## src/rtl/flash_id_pkg.sv

```systemverilog
package flash_id_pkg;
  localparam int ID_W = 24;
  localparam int SIZE_W = 32;
  localparam int CNT_W = 16;
  localparam int OPC_W = 8;
  localparam int ID_BYTES = ID_W / 8;
  localparam int XFER_BITS = OPC_W + 8 * ID_BYTES;

  localparam logic [OPC_W-1:0] OPC_READ_ID = 8'h9F;
  localparam logic [OPC_W-1:0] OPC_ERASE_SMALL = 8'h20;
  localparam logic [OPC_W-1:0] OPC_ERASE_SECT = 8'hD8;
  localparam logic [SIZE_W-1:0] SMALL_ERASE_BYTES = 32'd4096;

  typedef struct packed {
    logic [ID_W-1:0]   id;
    logic [SIZE_W-1:0] sectBytes;
    logic [CNT_W-1:0]  sectCount;
    logic              uniform4k;
  } geomEntryT;

  typedef struct packed {
    logic start;
    logic xferEn;
    logic searchEn;
    logic loadHit;
    logic loadMiss;
  } ctrlStrobeT;

  typedef struct packed {
    logic lastBit;
    logic hit;
    logic lastEntry;
  } dpStatusT;

  function automatic geomEntryT mkEntry(input logic [ID_W-1:0] id,
                                        input logic [SIZE_W-1:0] sectBytes,
                                        input logic [CNT_W-1:0] sectCount,
                                        input logic uniform4k);
    geomEntryT e;
    e.id = id;
    e.sectBytes = sectBytes;
    e.sectCount = sectCount;
    e.uniform4k = uniform4k;
    return e;
  endfunction
endpackage

```

## src/rtl/flash_id_ctrl.sv

```systemverilog
module flash_id_ctrl
  import flash_id_pkg::*;
#(
  parameter bit AUTO_PROBE = 1'b1
) (
  input  logic       clk,
  input  logic       rstN,
  input  logic       probeReq,
  input  dpStatusT   status,
  output ctrlStrobeT strobe,
  output logic       busy
);
  typedef enum logic [1:0] {S_IDLE, S_XFER, S_SEARCH, S_FINISH} stateT;

  stateT state, stateNext;
  logic autoPending;

  always_ff @(posedge clk) begin
    if (!rstN) begin
      state <= S_IDLE;
      autoPending <= AUTO_PROBE;
    end else begin
      state <= stateNext;
      if (strobe.start) autoPending <= 1'b0;
    end
  end

  always_comb begin
    strobe = '0;
    stateNext = state;
    case (state)
      S_IDLE: begin
        if (probeReq || autoPending) begin
          strobe.start = 1'b1;
          stateNext = S_XFER;
        end
      end
      S_XFER: begin
        strobe.xferEn = 1'b1;
        if (status.lastBit) stateNext = S_SEARCH;
      end
      S_SEARCH: begin
        strobe.searchEn = 1'b1;
        if (status.hit) begin
          strobe.loadHit = 1'b1;
          stateNext = S_FINISH;
        end else if (status.lastEntry) begin
          strobe.loadMiss = 1'b1;
          stateNext = S_FINISH;
        end
      end
      default: stateNext = S_IDLE;
    endcase
  end

  assign busy = (state != S_IDLE);
endmodule

```

## src/rtl/flash_id_dp.sv

```systemverilog
module flash_id_dp
  import flash_id_pkg::*;
#(
  parameter int NUM_ENTRIES = 4,
  parameter geomEntryT [NUM_ENTRIES-1:0] TABLE = '0
) (
  input  logic              clk,
  input  logic              rstN,
  input  ctrlStrobeT        strobe,
  output dpStatusT          status,
  input  logic              spiMiso,
  output logic              spiSclk,
  output logic              spiCsN,
  output logic              spiMosi,
  output logic              done,
  output logic              idValid,
  output logic              matched,
  output logic              unknownDev,
  output logic [ID_W-1:0]   devId,
  output logic [SIZE_W-1:0] devSize,
  output logic [OPC_W-1:0]  eraseOpcode,
  output logic [SIZE_W-1:0] eraseSize
);
  localparam int BIT_CNT_W = $clog2(XFER_BITS);
  localparam int IDX_W = (NUM_ENTRIES > 1) ? $clog2(NUM_ENTRIES) : 1;
  localparam logic [BIT_CNT_W-1:0] LAST_BIT = BIT_CNT_W'(XFER_BITS - 1);

  logic                 phase;
  logic [BIT_CNT_W-1:0] bitCnt;
  logic [OPC_W-1:0]     txShift;
  logic [ID_W-1:0]      rxShift;
  logic [IDX_W-1:0]     idx;
  geomEntryT            curEntry;
  logic                 idxAdvance;
  logic [SIZE_W+CNT_W-1:0] sizeProd;

  assign curEntry = TABLE[idx];
  assign sizeProd = curEntry.sectBytes * curEntry.sectCount;

  assign status.lastBit = phase && (bitCnt == LAST_BIT);
  assign status.hit = (curEntry.id != '0) && (curEntry.id == rxShift);
  assign idxAdvance = strobe.searchEn && !status.hit && !status.lastEntry;

  generate
    if (NUM_ENTRIES > 1) begin : g_multi
      assign status.lastEntry = (idx == IDX_W'(NUM_ENTRIES - 1));
      always_ff @(posedge clk) begin
        if (!rstN || strobe.start) idx <= '0;
        else if (idxAdvance) idx <= idx + 1'b1;
      end
    end else begin : g_single
      assign status.lastEntry = 1'b1;
      always_ff @(posedge clk) idx <= '0;
    end
  endgenerate

  // Serial shifter: phase 0 holds the clock low, phase 1 high; sampling on the falling step.
  always_ff @(posedge clk) begin
    if (!rstN) begin
      phase <= 1'b0;
      bitCnt <= '0;
      txShift <= '0;
      rxShift <= '0;
      spiCsN <= 1'b1;
    end else if (strobe.start) begin
      phase <= 1'b0;
      bitCnt <= '0;
      txShift <= OPC_READ_ID;
      rxShift <= '0;
      spiCsN <= 1'b0;
    end else if (strobe.xferEn) begin
      phase <= ~phase;
      if (phase) begin
        rxShift <= {rxShift[ID_W-2:0], spiMiso};
        txShift <= {txShift[OPC_W-2:0], 1'b0};
        bitCnt <= bitCnt + 1'b1;
        if (bitCnt == LAST_BIT) spiCsN <= 1'b1;
      end
    end
  end

  assign spiSclk = phase;
  assign spiMosi = txShift[OPC_W-1];

  // Result registers
  always_ff @(posedge clk) begin
    if (!rstN) begin
      done <= 1'b0;
      idValid <= 1'b0;
      matched <= 1'b0;
      unknownDev <= 1'b0;
      devId <= '0;
      devSize <= '0;
      eraseOpcode <= '0;
      eraseSize <= '0;
    end else begin
      done <= strobe.loadHit || strobe.loadMiss;
      if (strobe.start) begin
        idValid <= 1'b0;
        matched <= 1'b0;
        unknownDev <= 1'b0;
        devId <= '0;
        devSize <= '0;
        eraseOpcode <= '0;
        eraseSize <= '0;
      end else if (strobe.loadHit) begin
        idValid <= 1'b1;
        matched <= 1'b1;
        devId <= rxShift;
        devSize <= sizeProd[SIZE_W-1:0];
        if (curEntry.uniform4k) begin
          eraseOpcode <= OPC_ERASE_SMALL;
          eraseSize <= SMALL_ERASE_BYTES;
        end else begin
          eraseOpcode <= OPC_ERASE_SECT;
          eraseSize <= curEntry.sectBytes;
        end
      end else if (strobe.loadMiss) begin
        idValid <= 1'b1;
        unknownDev <= 1'b1;
        devId <= rxShift;
      end
    end
  end
endmodule

```

## src/rtl/flash_id_probe.sv

```systemverilog
module flash_id_probe
  import flash_id_pkg::*;
#(
  parameter int NUM_ENTRIES = 4,
  parameter bit AUTO_PROBE = 1'b1,
  parameter geomEntryT [NUM_ENTRIES-1:0] TABLE = {
    mkEntry(24'h202018, 32'd262144, 16'd64, 1'b0),
    mkEntry(24'h202016, 32'd65536, 16'd64, 1'b0),
    mkEntry(24'hEF3013, 32'd65536, 16'd8, 1'b1),
    mkEntry(24'h000000, 32'd65536, 16'd16, 1'b0)
  }
) (
  input  logic        clk,
  input  logic        rstN,
  input  logic        probeReq,
  input  logic        spiMiso,
  output logic        spiSclk,
  output logic        spiCsN,
  output logic        spiMosi,
  output logic        busy,
  output logic        done,
  output logic        idValid,
  output logic        matched,
  output logic        unknownDev,
  output logic [23:0] devId,
  output logic [31:0] devSize,
  output logic [7:0]  eraseOpcode,
  output logic [31:0] eraseSize
);
  ctrlStrobeT strobe;
  dpStatusT   status;

  flash_id_ctrl #(.AUTO_PROBE(AUTO_PROBE)) u_ctrl (
    .clk(clk), .rstN(rstN), .probeReq(probeReq),
    .status(status), .strobe(strobe), .busy(busy)
  );

  flash_id_dp #(.NUM_ENTRIES(NUM_ENTRIES), .TABLE(TABLE)) u_dp (
    .clk(clk), .rstN(rstN), .strobe(strobe), .status(status),
    .spiMiso(spiMiso), .spiSclk(spiSclk), .spiCsN(spiCsN), .spiMosi(spiMosi),
    .done(done), .idValid(idValid), .matched(matched), .unknownDev(unknownDev),
    .devId(devId), .devSize(devSize), .eraseOpcode(eraseOpcode), .eraseSize(eraseSize)
  );
endmodule

```

## config.mk

```make
export PLATFORM = sky130hd
export DESIGN_NAME = flash_id_probe
export DESIGN_NICKNAME = d
export VERILOG_FILES = /design/src/rtl/flash_id_pkg.sv /design/src/rtl/flash_id_ctrl.sv /design/src/rtl/flash_id_dp.sv /design/src/rtl/flash_id_probe.sv
export SDC_FILE = /design/constraint.sdc
export NUM_CORES = 1
export LEC_CHECK = 0
export ABC_AREA = 1
export BUFFER_PORTS_ARGS = -buffer_cell sky130_fd_sc_hd__buf_2
export CORE_MARGIN = 5
export CORE_UTILIZATION = 57
export DETAILED_ROUTE_END_ITERATION = 6
export PLACE_DENSITY = 0.87
export SLEW_MARGIN = 20
export SYNTH_ARGS = -nofsm -noshare
export SYNTH_HDL_FRONTEND = slang
export SYNTH_SLANG_ARGS = --single-unit
```

## constraint.sdc

```tcl
create_clock -name clk -period 2.7 [get_ports clk]
set_clock_uncertainty 0.05 [all_clocks]
set_input_delay 0.135 -clock clk [delete_from_list [all_inputs] [get_ports clk]]
set_output_delay 0.135 -clock clk [all_outputs]
set_load 0.01 [all_outputs]
```

### After elaboration in Yosys (flattened, before gate mapping)

Cells that the tools add are included.

* order comparisons: 1
* muxes and demuxes: 27
* eq/ne operators: 8
* add/sub/neg operators: 2
* multiply operators: 1
* bitwise operators: 3
* reduce and logical (&&, ||, !) cells: 23

Operators with widths (number)
* $bmux 73 s2: 1
* $mux 73: 1
* $mux 24: 2
* $mul 32x16->32: 1
* $mux 32: 1
* $mux 8: 4
* $eq 24x24->1: 1
* $reduce_bool 24->1: 1
* $mux 1: 12
* $reduce_bool 2->1: 5
* $mux 2: 4
* $pmux 2 s3: 1
* $reduce_and 2->1: 3
* $reduce_and 3->1: 2
* $add 5x1->5 const B: 1
* $eq 5x5->1 const B: 1
* $eq 2x2->1 const B: 2
* $logic_and 1x1->1: 4
* $logic_not 1->1: 3
* $logic_or 1x1->1: 3
* $lt 2x3->1 const B: 1
* $mux 3: 1
* $ne 3x1->1 const B: 1
* $not 1->1: 3
* 6 further kinds: 6

* logic and storage cells: 82
* output and inout port bits: 104
* bits in registers: 144

### Longest topological paths before layout

Gate-level depths: netlist (run 1).

* depth in word-level cells: 8
* gate-level depth with buffers: 15

### Cells and area by module

From an unflattened synthesis (run 1), not the netlist that was laid out.

* cell total of the unflattened synthesis: 507
* area total of the unflattened synthesis: 3827.4 µm²

Modules (own cells, without submodules)
* flash_id_dp: cells each 471, times used 1, area an instance 3559.7 µm²
* flash_id_ctrl: cells each 36, times used 1, area an instance 267.8 µm²

### Least setup slack after synthesis (run 1)

No wires, ideal clock.

* path kind: flip-flop to flip-flop
* start point: reg u_dp.idx[1]
* end point: reg u_dp.devId[18]
* path slack: 0.852 ns
* cell stages (with the launch flop): 15
* period minus slack after synthesis: 1.848 ns
* arrival: 1.686 ns
* library setup time: 0.113 ns
* path buffers: 2
* path through: dfxtp_1 -> inv_1 -> ha_1 -> buf_4 -> nor2_1 -> nand2_1 -> nor2_1 -> nor2_1 -> nor2_1 -> nand2_4 -> nand3_4 -> buf_6 -> nand3_1 -> nand2_1 -> nor2_1

* word-level cells in the longest chain between the ends: 7

RTL lines
* start, declared: line flash_id_dp.sv:32 `logic [IDX_W-1:0] idx;`
* start signal, assigned: line flash_id_dp.sv:49 `else if (idxAdvance) idx <= idx + 1'b1;`
* $bmux 73 s2: line flash_id_dp.sv:37 `assign curEntry = TABLE[idx];`
* $mux 73 (not written as such): line flash_id_dp.sv:37
* $eq 24x24->1 / $reduce_bool 24->1 (equally long branches): line flash_id_dp.sv:41 `assign status.hit = (curEntry.id != '0) && (curEntry.id == rxShift);`
* $logic_and 1x1->1: line flash_id_dp.sv:41
* $mux 1: line flash_id_ctrl.sv:44 `if (status.hit) begin`
* $mux 3 (*): line flash_id_ctrl.sv:31 `case (state)`
* $mux 24 / $reduce_bool 2->1 (equally long branches)
* end signal, assigned: line flash_id_dp.sv:109 `devId <= rxShift;`
* end signal, assigned: line flash_id_dp.sv:121 `devId <= rxShift;`
* end, declared: line flash_id_dp.sv:19 `output logic [ID_W-1:0] devId,`

Every way passes the cells marked *; elsewhere a longest branch is shown, timed or not. The select of a mux whose other input is x is not followed.
A chain may end at the register's enable or synchronous reset.

### Final worst setup path (run 1)

* start point: reg u_dp.idx[1]
* end point: reg u_dp.idValid

* word-level cells in the longest chain between the ends: 7

RTL lines
* $bmux 73 s2: line flash_id_dp.sv:37
* $mux 73 (not written as such): line flash_id_dp.sv:37
* $eq 24x24->1 / $reduce_bool 24->1 (equally long branches): line flash_id_dp.sv:41
* $logic_and 1x1->1: line flash_id_dp.sv:41
* $mux 1: line flash_id_ctrl.sv:44
* $mux 3 (*): line flash_id_ctrl.sv:31
* $mux 1 / $reduce_bool 2->1 (equally long branches)
* end signal, assigned: line flash_id_dp.sv:99 `idValid <= 1'b0;`
* end signal, assigned: line flash_id_dp.sv:107 `idValid <= 1'b1;`
* end signal, assigned: line flash_id_dp.sv:119 `idValid <= 1'b1;`
* end, declared: line flash_id_dp.sv:16 `output logic idValid,`

Marks and branches as above.

==> results of run 1 <==
[registers in the layout (all words and copies together) (netlist names), 2 cells and up]
register        cells
u_dp.txShift        8
u_dp.rxShift       24
u_dp.devSize        5
u_dp.eraseSize      2
u_dp.idx            2
u_dp.devId         24
u_dp.bitCnt         5
u_ctrl.state        2
[power breakdown]
| group | internal (µW) | switching [µW] | total [µW] |
|---|---|---|---|
| clock | 532 | 457 | 989 |
| combinational | 279 | 585 | 864 |
| sequential | 1250 | 47.3 | 1300 |
| total | 2070 | 1090 | 3150 |
[through the flow]
| step | util | total power [µW] |
|---|---|---|
| after global routing | 0.615 | 3360 |
| after floorplan | - | 2050 |
| after global placement | 0.581 | 2140 |
| after CTS | 0.615 | 3180 |
| final | 0.615 | 3150 |
| after detailed placement | 0.581 | 2180 |
[worst paths after layout]
check	cells past startpoint	from	end	slack (ns)
hold / removal	4	probeReq	u_dp.txShift[0]	0.21
hold reg to reg	2	u_ctrl.autoPending	u_ctrl.autoPending	0.40
setup / recovery	14	u_dp.idx[1]	u_dp.idValid	0.37
setup reg to reg	14	u_dp.idx[1]	u_dp.idValid	0.37
[worst max-delay path, delay by kind of cell, from the launching register on]
family          cells  cell delay (ns)
simple gates        8             0.63
buf+inv             4             0.25
compound gates      1             0.56
flops               1             0.40
fa+ha+maj           1             0.35
[final cells by class]
cell class | count | area [µm²] | share of cell area
clock buffers | 9 | 124 | 0.0281
clock inverters | 7 | 103 | 0.0232
inverters | 62 | 233 | 0.0527
multi-input cells | 418 | 1920 | 0.434
flip-flops and latches | 80 | 1600 | 0.363
well taps | 99 | 124 | 0.0281
repair buffers | 56 | 315 | 0.0714
[routing by layer]
metal  wire [µm]  share of wire  vias up  track usage
met1        3430           0.41     1506        0.213
met3         542          0.065       18       0.0379
met2        4140           0.50      110        0.328
li1            -              -     1766            -
met5           0              0        -            0
met4         160          0.019        0        0.103
[cell usage in the layout, fill, tap and decap left out, drive strengths merged, types with 4 or more instances in the layout]
cell type / synthesis / routed
nand2: 139 / 139
xor2: 4 / 4
nor3: 5 / 5
ha: 12 / 12
clkbuf: 12 / 9
buf: 77 / 54
nand3: 40 / 40
o21ai: 11 / 11
inv: 61 / 64
conb: 1 / 58
a21oi: 48 / 48
dfxtp: 80 / 80
nor2: 90 / 90
xnor2: 4 / 4
[kinds of logic (layout without fill, tap and decap cells)]
| kind of cell | after synthesis | in the layout | synth area share |
|---|---|---|---|
| AO/OA/AOI/OAI | 61 | 61 | 0.0774 |
| adder cells (fa/ha/maj) | 12 | 12 | 0.0361 |
| XOR/XNOR | 8 | 8 | 0.0169 |
| flip-flops | 80 | 80 | 0.385 |
| other | 1 | 58 | 0.000902 |
| buffers and inverters | 151 | 134 | 0.206 |
| AND/OR/NAND/NOR | 279 | 279 | 0.278 |
==> results.txt, run 1 <==
In the routed design, unresolved DRC markers number 0. The number of global-route vias before repair was 3170; the final critical path time including I/O delays and setup was 2.33 ns. The slowest stage of the critical path belongs to the cell sky130_fd_sc_hd__o21ai_4. The standard cell area after detailed placement was 0.00417 mm²; the worst ir drop on vdd was 0.603 mV. The logs give 0.429 GHz for the highest clock frequency the design can meet and 39 for the pin count of the biggest net entering global routing. For the count of inserted antenna diode cells, the log shows 0. After routing the design area is 0.00442 mm².

Count of final setup violators: 0. The initial antenna violation count came out at 0. The final antenna-violating net count came out at 0. Setup repair after global routing left no endpoint under its margin.

The total overflow left after global routing is 0. The number of filler cells placed in the layout is 648. The routed design has 8.28 mm of wire.

The required time reported for the critical path endpoint is 2.91 ns. The global routing usage summed across all routing layers is 0.188, and the count of synthesis-stage warnings from yosys is 0. The worst setup path is captured at a flop. Fraction of the cycle the final worst path needs: 0.864.

The most frequent cell on the critical path was sky130_fd_sc_hd__nand2_1. The detailed router finished its first iteration with 171 violations. For this run, the number of standard cells in the final layout without fillers is 731. The routed via count divided by cell count works out to 4.65. Hold repair after CTS inserted 2 buffers. The mapped netlist covers 0.00416 mm². The flow ran to the end, and the final reports show no timing, DRC or antenna violations. For the count of maximum capacitance violations, the log shows 0.

The final HPWL from detailed placement is 5.95 mm. The signal on the critical path passes through inv_1, ha_1, nand2_1, nand2_1, inv_1, nor2_1, nand2_1, inv_1, nand2_1, nor2_2, o21ai_4, nand2_1, nand2_1, inv_1. The area growth from synthesis to layout is 6.26%, and the starting density of the core is 0.579.

TritonCTS built the clock tree. The synthesized design spends more area on one cell type than any other, namely sky130_fd_sc_hd__dfxtp_1. In this run the standard cell core region covers 0.00718 mm².

The most used flip-flop cell after synthesis is sky130_fd_sc_hd__dfxtp_1. The last weighted congestion value of the routability-driven placer came out at 0.897. The final layout net count was 643; the worst-skew pair later-pin latency was 0.36 ns. Across all hold checks on the routed design, the worst slack comes to 0.208 ns. Counting distinct cell types in the post-synthesis netlist gives 32. The setup total negative slack was 0 ns.

Total power per unit cell area: 715 mW/mm². The I/O pin total was 108. In the final routed layout, each cell accounts on average for 11.3 µm. The floorplan row count came out at 31.

Gates resized during post-CTS repair numbered 0. At the placement stage, the worst setup path has a slack of 0.394 ns. Number of synthesized register bits: 80.

Summed over all cells, the static leakage comes to 0.00223 µW. The fraction of final layout cells with drive strength greater than 1 is 0.130. The count of buffers inserted at the top-level ports is 49. The number of clock buffers added by TritonCTS is 9.

A synthesized cell averages 7.02 µm². The final-report hold violation count was 0. The highest fanout seen on the critical path came out at 26. After technology mapping, the gate count stands at 592. The run gives 80 as the number of clock sinks seen by CTS. The number of enable flip-flop cells after synthesis is 0, and the x dimension of the die is 95.4 µm.

The share of the synthesized area in the top cell type is 0.385, and the critical path's largest stage delay is 0.56 ns. The slew at the pin closest to its max-slew limit was 0.718 ns. The worst relative slew slack was 0.519; the clock slew seen by the registers of the worst setup and hold paths was 0.08 ns.

Kind of launch point of the worst setup path: a flop. Once placement completed, the tool counted placed cells totaling 713. The commonest cells after synthesis are sky130_fd_sc_hd__nand2_1 (138), sky130_fd_sc_hd__nor2_1 (87), sky130_fd_sc_hd__dfxtp_1 (80). The type of the worst min-delay path was in -> reg. The first TritonRoute pass finished after 5 iterations. Share of flip-flops with an asynchronous set or reset after synthesis: 0. Critical path class: reg -> reg. In the post-synthesis netlist, the cell with the most instances is sky130_fd_sc_hd__nand2_1.

Across all layers, the routed design uses 3400 vias. The logs give 2 for the number of buffers on the longest clock path and 0.00910 mm² for the die area. For the worst setup path, the data arrival time is 2.54 ns. The sequential element share of the synthesized area was 0.385; the H-tree depth was 3. In this run the vertical extent of the chip is 95.4 µm. After clock tree synthesis, the setup repair step added 0 buffers. Root buffer selected by CTS: sky130_fd_sc_hd__clkbuf_8.

Ranked by total cell area, the synthesized netlist is headed by sky130_fd_sc_hd__dfxtp_1 (39%), sky130_fd_sc_hd__nand2_1 (12%), sky130_fd_sc_hd__buf_4 (12%). The number of pins exceeding their max-slew limit in the final report is 0. The tools report the final setup slack of the worst path as 0.368 ns. The first global-routing pass estimated 13.6 mm of wire.
Note: power is estimated with default switching activity, not from simulation.
==> run 2, diff against run 1 <==
--- a/config.mk
+++ b/config.mk
@@ -6,11 +6,11 @@
 export NUM_CORES = 1
 export LEC_CHECK = 0
 export ABC_AREA = 1
-export BUFFER_PORTS_ARGS = -buffer_cell sky130_fd_sc_hd__buf_2
 export CORE_MARGIN = 5
-export CORE_UTILIZATION = 57
+export CORE_UTILIZATION = 67
 export DETAILED_ROUTE_END_ITERATION = 6
-export PLACE_DENSITY = 0.87
+export DONT_BUFFER_PORTS = 1
+export PLACE_DENSITY = 0.85
 export SLEW_MARGIN = 20
 export SYNTH_ARGS = -nofsm -noshare
 export SYNTH_HDL_FRONTEND = slang
==> results.txt, run 2 (synthesized netlist as in run 1, its figures left out) <==
The die is 88.8 µm tall. The die covers 0.00788 mm². Data arrives at the worst endpoint at 2.57 ns. The count of final setup violators is 0, and the worst-skew pair later-pin latency is 0.35 ns. Counting along the longest clock path gives a buffer depth of 2. The tools report the number of remaining DRC errors as 0.

Leaving out fill and tap cells, the most frequent cells in the layout are sky130_fd_sc_hd__nand2_1 (138), sky130_fd_sc_hd__nor2_1 (86), sky130_fd_sc_hd__dfxtp_1 (80). From synthesis to final layout, the design area changed by -1.26%. The critical path's largest stage delay was 0.39 ns; the worst relative slew slack was 0.547. The worst setup path is launched from a flop.

The fraction of final layout cells with drive strength greater than 1 was 0.0567. IR analysis of the VDD net gives a maximum drop of 0.530 mV. Detailed-route via count: 3247. The total area inside the core boundary comes to 0.00599 mm². The logs give 0 for the final-report hold violation count and 0 for the total congestion overflow after global routing.

In this run the static leakage power is 0.00195 µW. The clock slew seen by the registers of the worst setup and hold paths works out to 0.07 ns. For the finished layout, the period the worst path requires is 2.38 ns.

The total power per unit cell area was 724 mW/mm². The logs give 28 for the floorplan row count and 80 for the number of clock sinks seen by CTS. The final HPWL from detailed placement is 5.72 mm. The worst setup path is of the reg -> reg kind.

After the first detailed-routing iteration, the DRC count stood at 171. The count of buffers inserted at the top-level ports works out to 0. The highest fanout seen on the critical path is 12, and the slew at the pin closest to its max-slew limit is 0.678 ns. Wires add up to 8.11 mm.

The I/O pin total was 108; the highest clock frequency the design can meet was 0.421 GHz. The last weighted congestion value of the routability-driven placer came out at 0.928. The type of the worst min-delay path was in -> reg. Leaving out fill and tap cells, the most frequent cell in the layout is sky130_fd_sc_hd__nand2_1. For the number of pins exceeding their max-slew limit in the final report, the log shows 0. Initial antenna violation count: 0.

Gates resized during post-CTS repair numbered 0. TritonCTS built the clock tree. The count of maximum capacitance violations was 0. The flow ran to the end, and the final reports show no timing, DRC or antenna violations. In the final layout, the registers with the most flip-flops are u_dp.devId x24, u_dp.rxShift x24, u_dp.txShift x8. CTS built an H-tree with a depth of 3. The pin count of the biggest net entering global routing is 41, and the fraction of the cycle the final worst path needs is 0.880. The length of the first detailed-routing pass in iterations was 4.

In this run the clock root is driven by a sky130_fd_sc_hd__clkbuf_8. For this design, the slowest cell found on the critical path is sky130_fd_sc_hd__dfxtp_1. The post-route core utilization came out at 0.685. Setup repair after global routing left no endpoint under its margin. STA classifies the critical path endpoint as a flop. Traced cell by cell, the critical path runs through inv_1, ha_1, inv_2, nand2_1, a21oi_1, nand2_1, nor2_1, nand3_1, buf_4, o21ai_1, nor2_1.

The routed via count divided by cell count is 4.94, and the x dimension of the die is 88.8 µm. Setup slack on the critical path of the routed design comes to 0.323 ns. 0 antenna diodes ended up in the layout. At the placement stage, the worst setup path has a slack of 0.344 ns.

In this design, the largest share of critical-path delay is due to simple AND/OR/NAND/NOR gates. The final layout net count was 595. Counting both buffers and inverters, the worst setup path holds a total of 3. The number of global-route vias before repair is 2897. After filler insertion, the fill cell instance count of the layout stands at 543. For the final routed database, the setup TNS stands at 0 ns. The wire length of the first global-routing pass is 13.1 mm. The starting density of the core is 0.694, and the wire length per cell after detailed routing is 12.3 µm.

In this run the remaining antenna-violating nets after routing total 0. Counting the buffers created by CTS gives 9. The tools report the global routing usage summed across all routing layers as 0.211. For the worst setup path, the data required time is 2.90 ns.
-- run 2: cell types whose count changed in the layout (fill, tap and decap cells not counted), sizes merged --
| cell | previous run | this run |
|---|---|---|
| buf | 54 | 6 |
| inv | 64 | 61 |
| clkbuf | 9 | 11 |
| bufinv | 2 | 1 |
-- run 2: worst register-to-register path, delay by kind of cell, from the launching register on --
family,cells,cell delay [ns]
buf+inv,3,0.55
simple gates,5,0.58
compound gates,2,0.38
flops,1,0.39
fa+ha+maj,1,0.34
-- run 2: what timing repair did --
item                                    in CTS  in global routing
hold endpoints to repair                     7                  0
hold buffers                                 2                  0
setup buffers                                0                  0
endpoints found under the setup margin       0                  0
-- run 2: final timing paths --
| path | start | endpoint | slack, ns | depth (start not counted) |
|---|---|---|---|---|
| setup / recovery | u_dp.idx[1] | u_dp.devSize[20] | 0.32 | 11 |
| hold / removal | probeReq | u_dp.txShift[0] | 0.13 | 3 |
| setup reg to reg | u_dp.idx[1] | u_dp.devSize[20] | 0.32 | 11 |
| hold reg to reg | u_ctrl.autoPending | u_ctrl.autoPending | 0.39 | 2 |
-- run 2: cell type report --
type | count | area [µm²] | area share
multi-input combinational | 418 | 1920 | 0.467
sequential | 80 | 1600 | 0.390
inverter | 62 | 233 | 0.0567
clock buffer | 11 | 151 | 0.0369
tap | 75 | 93.8 | 0.0229
timing repair buffer | 8 | 65.1 | 0.0159
clock inverter | 3 | 42.5 | 0.0104
-- run 2: per-layer routing --
layer	part of all wire	global-route usage	routed length, µm	up-vias
met5	0	0	0	-
met4	0.0072	0.0604	58	0
met3	0.079	0.0633	641	9
met2	0.51	0.374	4160	112
met1	0.40	0.247	3250	1456
li1	-	-	-	1670
-- run 2: report_power, final --
| group | total, µW | internal, µW | switching (µW) |
|---|---|---|---|
| Clock | 863 | 466 | 397 |
| Combinational | 782 | 237 | 544 |
| Sequential | 1320 | 1260 | 68.3 |
-- run 2: through the flow --
| step | hold WS (ns) | total power (µW) | cells | area, µm² |
|---|---|---|---|---|
| 2_1_floorplan | 0.154 | 2050 | 649 | 4370 |
| 3_3_place_gp | 0.157 | 2100 | 641 | 3890 |
| 3_5_place_dp | 0.160 | 2120 | 641 | 3890 |
| 4_1_cts | 0.134 | 2980 | 657 | 4100 |
| 5_1_grt | 0.196 | 3170 | 657 | 4100 |
| 6_report | 0.135 | 2970 | 657 | 4100 |
